<file path="src/rtl/canf_pkg.sv">
package canf_pkg;

  typedef enum logic [1:0] {
    REG_STAT  = 2'd0,
    REG_MATCH = 2'd1,
    REG_CTRL  = 2'd2,
    REG_NONE  = 2'd3
  } canf_reg_e;

  localparam int CTRL_BYP_BIT = 0;

endpackage

</file>
<file path="src/rtl/canf_regs.sv">
module canf_regs
  import canf_pkg::*;
#(
  parameter int DATA_W = 8,
  parameter int CMP_W  = 7
) (
  input  logic              clk,
  input  logic              rst_n,
  input  logic              we,
  input  logic [1:0]        addr,
  input  logic [DATA_W-1:0] wdata,
  input  logic [DATA_W-1:0] stat_in,
  output logic [DATA_W-1:0] rdata,
  output logic [CMP_W-1:0]  match_q,
  output logic              byp_q
);

  localparam int PAD_W = DATA_W - CMP_W;

  canf_reg_e sel;
  logic      unused_wbits;

  assign sel          = canf_reg_e'(addr);
  assign unused_wbits = ^wdata[DATA_W-1:CMP_W];

  always_ff @(posedge clk or negedge rst_n) begin
    if (!rst_n) begin
      match_q <= '0;
      byp_q   <= 1'b0;
    end else if (we) begin
      case (sel)
        REG_MATCH: match_q <= wdata[CMP_W-1:0];
        REG_CTRL:  byp_q   <= wdata[CTRL_BYP_BIT];
        default:   ;
      endcase
    end
  end

  always_comb begin
    rdata = '0;
    case (sel)
      REG_STAT:  rdata = stat_in;
      REG_MATCH: rdata = {{PAD_W{1'b0}}, match_q};
      REG_CTRL:  rdata[CTRL_BYP_BIT] = byp_q;
      default:   rdata = '0;
    endcase
  end

endmodule

</file>
<file path="src/rtl/canf_match.sv">
module canf_match #(
  parameter int CMP_W = 7
) (
  input  logic [CMP_W-1:0] id_hi,
  input  logic [CMP_W-1:0] match,
  input  logic             byp,
  output logic             hit
);

  logic [CMP_W-1:0] bit_eq;

  for (genvar i = 0; i < CMP_W; i++) begin : g_cmp
    assign bit_eq[i] = ~(id_hi[i] ^ match[i]);
  end

  assign hit = byp | (&bit_eq);

endmodule

</file>
<file path="src/rtl/canf_capture.sv">
module canf_capture #(
  parameter int LOW_W  = 4,
  parameter int DLC_W  = 4,
  parameter int DATA_W = LOW_W + DLC_W
) (
  input  logic              clk,
  input  logic              rst_n,
  input  logic              xfer,
  input  logic              hit,
  input  logic [LOW_W-1:0]  id_lo,
  input  logic [DLC_W-1:0]  dlc,
  output logic              acc_pulse,
  output logic [DATA_W-1:0] stat_q
);

  logic take;

  assign take = xfer & hit;

  always_ff @(posedge clk or negedge rst_n) begin
    if (!rst_n) begin
      acc_pulse <= 1'b0;
      stat_q    <= '0;
    end else begin
      acc_pulse <= take;
      if (take) stat_q <= {id_lo, dlc};
    end
  end

endmodule

</file>
<file path="src/rtl/can_id_filter.sv">
module can_id_filter #(
  parameter int ID_W   = 11,
  parameter int CMP_W  = 7,
  parameter int DLC_W  = 4,
  parameter int DATA_W = 8
) (
  input  logic              clk,
  input  logic              rst_n,
  input  logic              frm_valid,
  output logic              frm_ready,
  input  logic [ID_W-1:0]   frm_id,
  input  logic [DLC_W-1:0]  frm_dlc,
  input  logic              cfg_we,
  input  logic [1:0]        cfg_addr,
  input  logic [DATA_W-1:0] cfg_wdata,
  output logic [DATA_W-1:0] cfg_rdata,
  output logic              acc_pulse
);

  localparam int LOW_W = ID_W - CMP_W;

  logic [CMP_W-1:0]  match_q;
  logic              byp_q;
  logic [DATA_W-1:0] stat_q;
  logic              hit;
  logic              xfer;

  assign frm_ready = rst_n;
  assign xfer      = frm_valid & frm_ready;

  canf_regs #(.DATA_W(DATA_W), .CMP_W(CMP_W)) u_regs (
    .clk     (clk),
    .rst_n   (rst_n),
    .we      (cfg_we),
    .addr    (cfg_addr),
    .wdata   (cfg_wdata),
    .stat_in (stat_q),
    .rdata   (cfg_rdata),
    .match_q (match_q),
    .byp_q   (byp_q)
  );

  canf_match #(.CMP_W(CMP_W)) u_match (
    .id_hi (frm_id[ID_W-1 -: CMP_W]),
    .match (match_q),
    .byp   (byp_q),
    .hit   (hit)
  );

  canf_capture #(.LOW_W(LOW_W), .DLC_W(DLC_W), .DATA_W(DATA_W)) u_cap (
    .clk       (clk),
    .rst_n     (rst_n),
    .xfer      (xfer),
    .hit       (hit),
    .id_lo     (frm_id[LOW_W-1:0]),
    .dlc       (frm_dlc),
    .acc_pulse (acc_pulse),
    .stat_q    (stat_q)
  );

endmodule

</file>
<file path="config.mk">
export PLATFORM = sky130hd
export DESIGN_NAME = can_id_filter
export DESIGN_NICKNAME = d
export VERILOG_FILES = /design/src/rtl/canf_pkg.sv /design/src/rtl/canf_regs.sv /design/src/rtl/canf_match.sv /design/src/rtl/canf_capture.sv /design/src/rtl/can_id_filter.sv
export SDC_FILE = /design/constraint.sdc
export NUM_CORES = 1
export LEC_CHECK = 0
export BUFFER_PORTS_ARGS = -buffer_cell sky130_fd_sc_hd__buf_2
export CORE_MARGIN = 8
export CORE_UTILIZATION = 45
export CTS_CLUSTER_DIAMETER = 100
export DETAILED_ROUTE_END_ITERATION = 16
export GPL_ROUTABILITY_DRIVEN = 0
export PLACE_DENSITY = 0.86
export SYNTH_ARGS = -nofsm -noshare
export SYNTH_HDL_FRONTEND = slang
export SYNTH_SLANG_ARGS = --single-unit
</file>
<file path="constraint.sdc">
create_clock -name clk -period 2.6 [get_ports clk]
set_input_delay 0.39 -clock clk [delete_from_list [all_inputs] [get_ports clk]]
set_output_delay 0.39 -clock clk [all_outputs]
set_load 0.01 [all_outputs]
</file>
==> Yosys cells after proc, flatten, opt, wreduce, memory -nomap -nowiden <==
Cells that the tools add are included.
{ "word_totals": {"regBits": 17, "ram_bits": 0, "out_inout_bits": 10, "n_memories": 0, "in_bits": 29, "latchBits": 0, "elab_cells": 29, "rom_bits": 0} }
{ "classes": {"div_mod_pow": 0, "order_cmp": 0, "eq_ne": 2, "mux": 2, "n_addsub": 0, "n_mul": 0, "reduce_logical": 4, "shift": 0, "bitwise": 17} }
{ "ops": {"columns": ["op", "n"], "rows": [
  ["case mux 7 bit (2 select lines)", 1],
  ["NOT 1 bit", 7],
  ["AND reduction 7 bit", 1],
  ["XOR 1 bit", 7],
  ["AND reduction 2 bit", 2],
  ["case mux 1 bit (3 select lines)", 1],
  ["AND 1 bit", 2],
  ["equality test 2 x 1 -> 1 bit (second input constant)", 1],
  ["equality test 2 bit (second input constant)", 1],
  ["zero test 2 bit", 1],
  ["bitwise OR 1 bit", 1]
]} }

==> Depth between registers and ports, before layout <==
{ "logic_depth": {"ltp_word": 5, "depth_mapped": 4, "mapped_depth_nobuf": 4} }

==> Cells and area by module <==
From an unflattened synthesis, not the netlist that was laid out.
{ "hier_totals": {"hier_cells": 66, "hier_area_um2": 893.4} }
{ "modules_own_cells": {"columns": ["module", "n_inst", "cells_each", "area_per_inst_um2", "seq_area_each_um2"], "rows": [
  ["canf_regs", 1, 36, 441.7, 200.2],
  ["canf_capture", 1, 19, 360.3, 225.2],
  ["canf_match", 1, 9, 77.6, 0.0],
  ["can_id_filter", 1, 2, 13.8, 0.0]
]} }

==> Least setup slack after synthesis <==
Ideal clock, no wire load.
{ "synth_path": {"path_type": "reg-to-reg", "startpoint": "register u_regs.match_q[5]", "endpoint": "register u_cap.stat_q[0]", "t_required_ns": 2.475, "synth_period_minus_slack_ns": 1.798, "n_path_buf": 0, "path_stages_with_launch": 5, "t_arrival_ns": 1.674, "slack_ns": 0.802, "setup_ns": 0.125, "path_cell_list": "dfrtp_1 xor2_1 or4_1 o21ai_4 mux2_2"} }
{ "synth_via": {"elab_chain_cells": 5} }
{ "synth_lines": {"columns": ["element", "line", "source"], "rows": [
  ["start: declaration", "canf_regs.sv:14", "output logic [CMP_W-1:0] match_q,"],
  ["start signal: assignment", "canf_regs.sv:32", "REG_MATCH: match_q <= wdata[CMP_W-1:0];"],
  ["XOR 1 bit", "canf_match.sv:13", "assign bit_eq[i] = ~(id_hi[i] ^ match[i]);"],
  ["NOT 1 bit", "canf_match.sv:13", null],
  ["AND reduction 7 bit", "canf_match.sv:16", "assign hit = byp | (&bit_eq);"],
  ["bitwise OR 1 bit", "canf_match.sv:16", null],
  ["AND 1 bit", "canf_capture.sv:18", "assign take = xfer & hit;"],
  ["named net u_cap.take", "canf_capture.sv:16", "logic take;"],
  ["end signal: assignment", "canf_capture.sv:26", "if (take) stat_q <= {id_lo, dlc};"],
  ["end: declaration", "canf_capture.sv:13", "output logic [DATA_W-1:0] stat_q"]
]} }
The timed path passes the listed nets, and every way through them passes these cells.
A chain may end at the register's enable or synchronous reset.

==> Final worst setup path <==
{ "layout_path": {"startpoint": "register u_regs.match_q[5]", "endpoint": "register u_cap.stat_q[7]"} }
The elaborated chain is that of the path after synthesis.

==> results.md <==
* Status: finished clean
* Max FO, Critical Path at 9
* Setup TNS at 0 ns
* Top delay family on crit path: simple AND/OR/NAND/NOR gates
* Met2 usage at 21.0%
* Mapped Cells at 68
* Ports at 39
* CORE AREA at 0.00175 mm^2
* Critical-path cell list: xor2_1, or4_1, o21ai_4, mux2_2
* GR peak layer: met2
* Yosys reg bits at 17
* Worst Setup End Kind: register
* Worst slack, placed at 0.559 ns
* Max Buffers Root-to-Sink at 2
* Slowest CP cell: or4_1
* # setup viols final at 0
* Power Dens Cells at 663 mW/mm^2
* Yosys warns at 0
* PostCTS Resize Cnt at 0
* Leading cell type in the layout, fill and taps excluded: buf_2
* Fin. Hold Viols at 0
* CP Launch Type: register
* Global-route wire length before repair at 3170 um
* CTS tree: done
* Period Utilization, post-route at 75.3%
* Max cap viols at 0
* Worst Path Required at 2.79 ns
* Post-CTS setup buffers at 0
* Most frequent cells in the layout: 37 x buf_2, 17 x dfrtp_1, 16 x mux2_2
* Area leader, netlist: dfrtp_1
* Number of port buffers at 37
* Final WS setup at 0.642 ns
* Peak Freq at 511 MHz
* Worst path bufs/invs at 0
* Worst EP arrival at 2.14 ns
* Largest net degree at the start of global routing at 20
* Crit path kind: register to register
* Routed WL at 1970 um
* Fin crit period at 1.96 ns
* Gr ovfl total at 0
* Die span in x at 59.4 um
* Via count at 639
* Vias in the first global route at 695
* Chip height at 59.4 um
* Lkg Pwr at 0.538 nW
* Worst IR Drop VDD at 0.308 mV
* H-tree lvl count at 1
* Vias per cell at 4.84
* Residual DRC at 0
* # rows at 15
* Met1 Use GR at 11.6%
* Worst skew pair latency at 0.29 ns
* Cell Area, Synth at 848 um^2
* Relative slew slack at 78.1%
* GRT met3 Usage at 5.86%
* Drt initial violations at 5
* Initial antenna violation count at 0
* Die area at 0.00353 mm^2
* Synthesized net count at 97
* Post-synth top area share at 50.1%
* CP max stage delay at 0.56 ns
* Fin nets at 137
* Seq/Total Area, Yosys at 50.1%
* Hold buffers post-CTS at 0
* GRT Util Overall at 12.2%
* RSZ-0062 raised after global routing: false
* Avg WL per Cell at 14.9 um
* TritonCTS buffer count at 3
* Initial core utilization at 48.6%
* CTS Sinks at 17
* R2R depth at 4
* CTS root buf: clkbuf_4
* Detail Route Antenna Nets at 0
* Layout cells sized above 1 at 55.1%
* Worst slew pin tran at 0.327 ns
* Clock transition at the registers of the reported paths at 0.10 ns
* Critical Path Stages at 4
* Setup Skew at 0.00391 ns
* Avg Inst Size Synth at 12.5 um^2
* Synth top area cells: dfrtp_1 50%, mux2_2 21%, mux2i_1 8.3%
* 1st-pass router iterations at 4
* Max-slew violation count at 0
* Area added between synthesis and finish at 27.7%
* HP Class: input pin to async pin
* Distinct cells, synth at 17
* Diodes inserted at 0
## synthesized netlist by cell type
cell type   n
mux2i_1     7
buf_2       1
nor3b_1     1
buf_4       1
xnor2_1     4
mux2_2     16
dfrtp_1    17
nand4_1     1
o21ai_0     1
clkbuf_1    1
o21ai_4     1
or4_1       1
nand2_1     4
nor2_1      7
nand3_1     1
nor2b_1     1
xor2_1      3
## path summary, 6_finish.rpt
| path | to | slack (ns) | start |
|---|---|---|---|
| max | u_cap.stat_q[7] | 0.64 | u_regs.match_q[5] |
| min | u_cap.stat_q[5] | 0.04 | rst_n |
| max reg2reg | u_cap.stat_q[7] | 0.64 | u_regs.match_q[5] |
| min reg2reg | u_cap.stat_q[6] | 0.51 | u_cap.stat_q[6] |
| max in group asynchronous | u_cap.stat_q[4] | 2.36 | rst_n |
| min in group clk | u_cap.stat_q[2] | 0.32 | frm_dlc[2] |
## final cells by class
class                           instances  area (um^2)
Timing Repair Buffer                   38          193
Clock buffer                            3         22.5
Fill cell                             140          662
Multi-Input combinational cell         48          407
Sequential cell                        17          425
Clock inverter                          1         5.00
Tap cell                               25         31.3
## metrics by stage
stage | util, % | hold WS (ns) | total power [mW] | instances | instance area [um^2]
after floorplan | - | 0.0944 | 0.508 | 68 | 848
after global placement | 60.5 | 0.371 | 0.572 | 128 | 1060
after detailed placement | 60.5 | 0.373 | 0.586 | 128 | 1060
after CTS | 62.1 | 0.0498 | 0.727 | 132 | 1080
after global routing | 62.1 | 0.0602 | 0.766 | 132 | 1080
final | 62.1 | 0.0433 | 0.718 | 132 | 1080
## report_power, final
part	internal, mW	leakage [nW]	switching [mW]
combinational	0.118	0.317	0.0828
sequential	0.332	0.203	0.0415
clock	0.0572	0.0177	0.0863
## sequential cells by signal, summed over array words and instances, names as in the netlist
signal	count
u_regs.byp_q	1
u_cap.stat_q	8
u_regs.match_q	7
u_cap.acc_pulse	1
## worst register-to-register path, stage by stage, from the launching register on
cell and delay [ns]:
dfrtp_1 0.42, xor2_1 0.17, or4_1 0.56, o21ai_4 0.31
mux2_2 0.38
## kinds of logic after synthesis
logic type                Yosys count  synth area share [%]
muxes                              23                  29.5
AOI/OAI and AO/OA                   2                  2.51
DFF                                17                  50.1
xor gates and xnor gates            7                  7.23
buffers and inverters               3                  1.92
and+or+nand+nor                    16                  8.70
## metal layers
layer	vias to the layer above	routed length, um
met2	26	1020
li1	314	-
met3	4	209
met1	295	693
met5	-	0
met4	0	46
(Power assumes the default switching activity.)
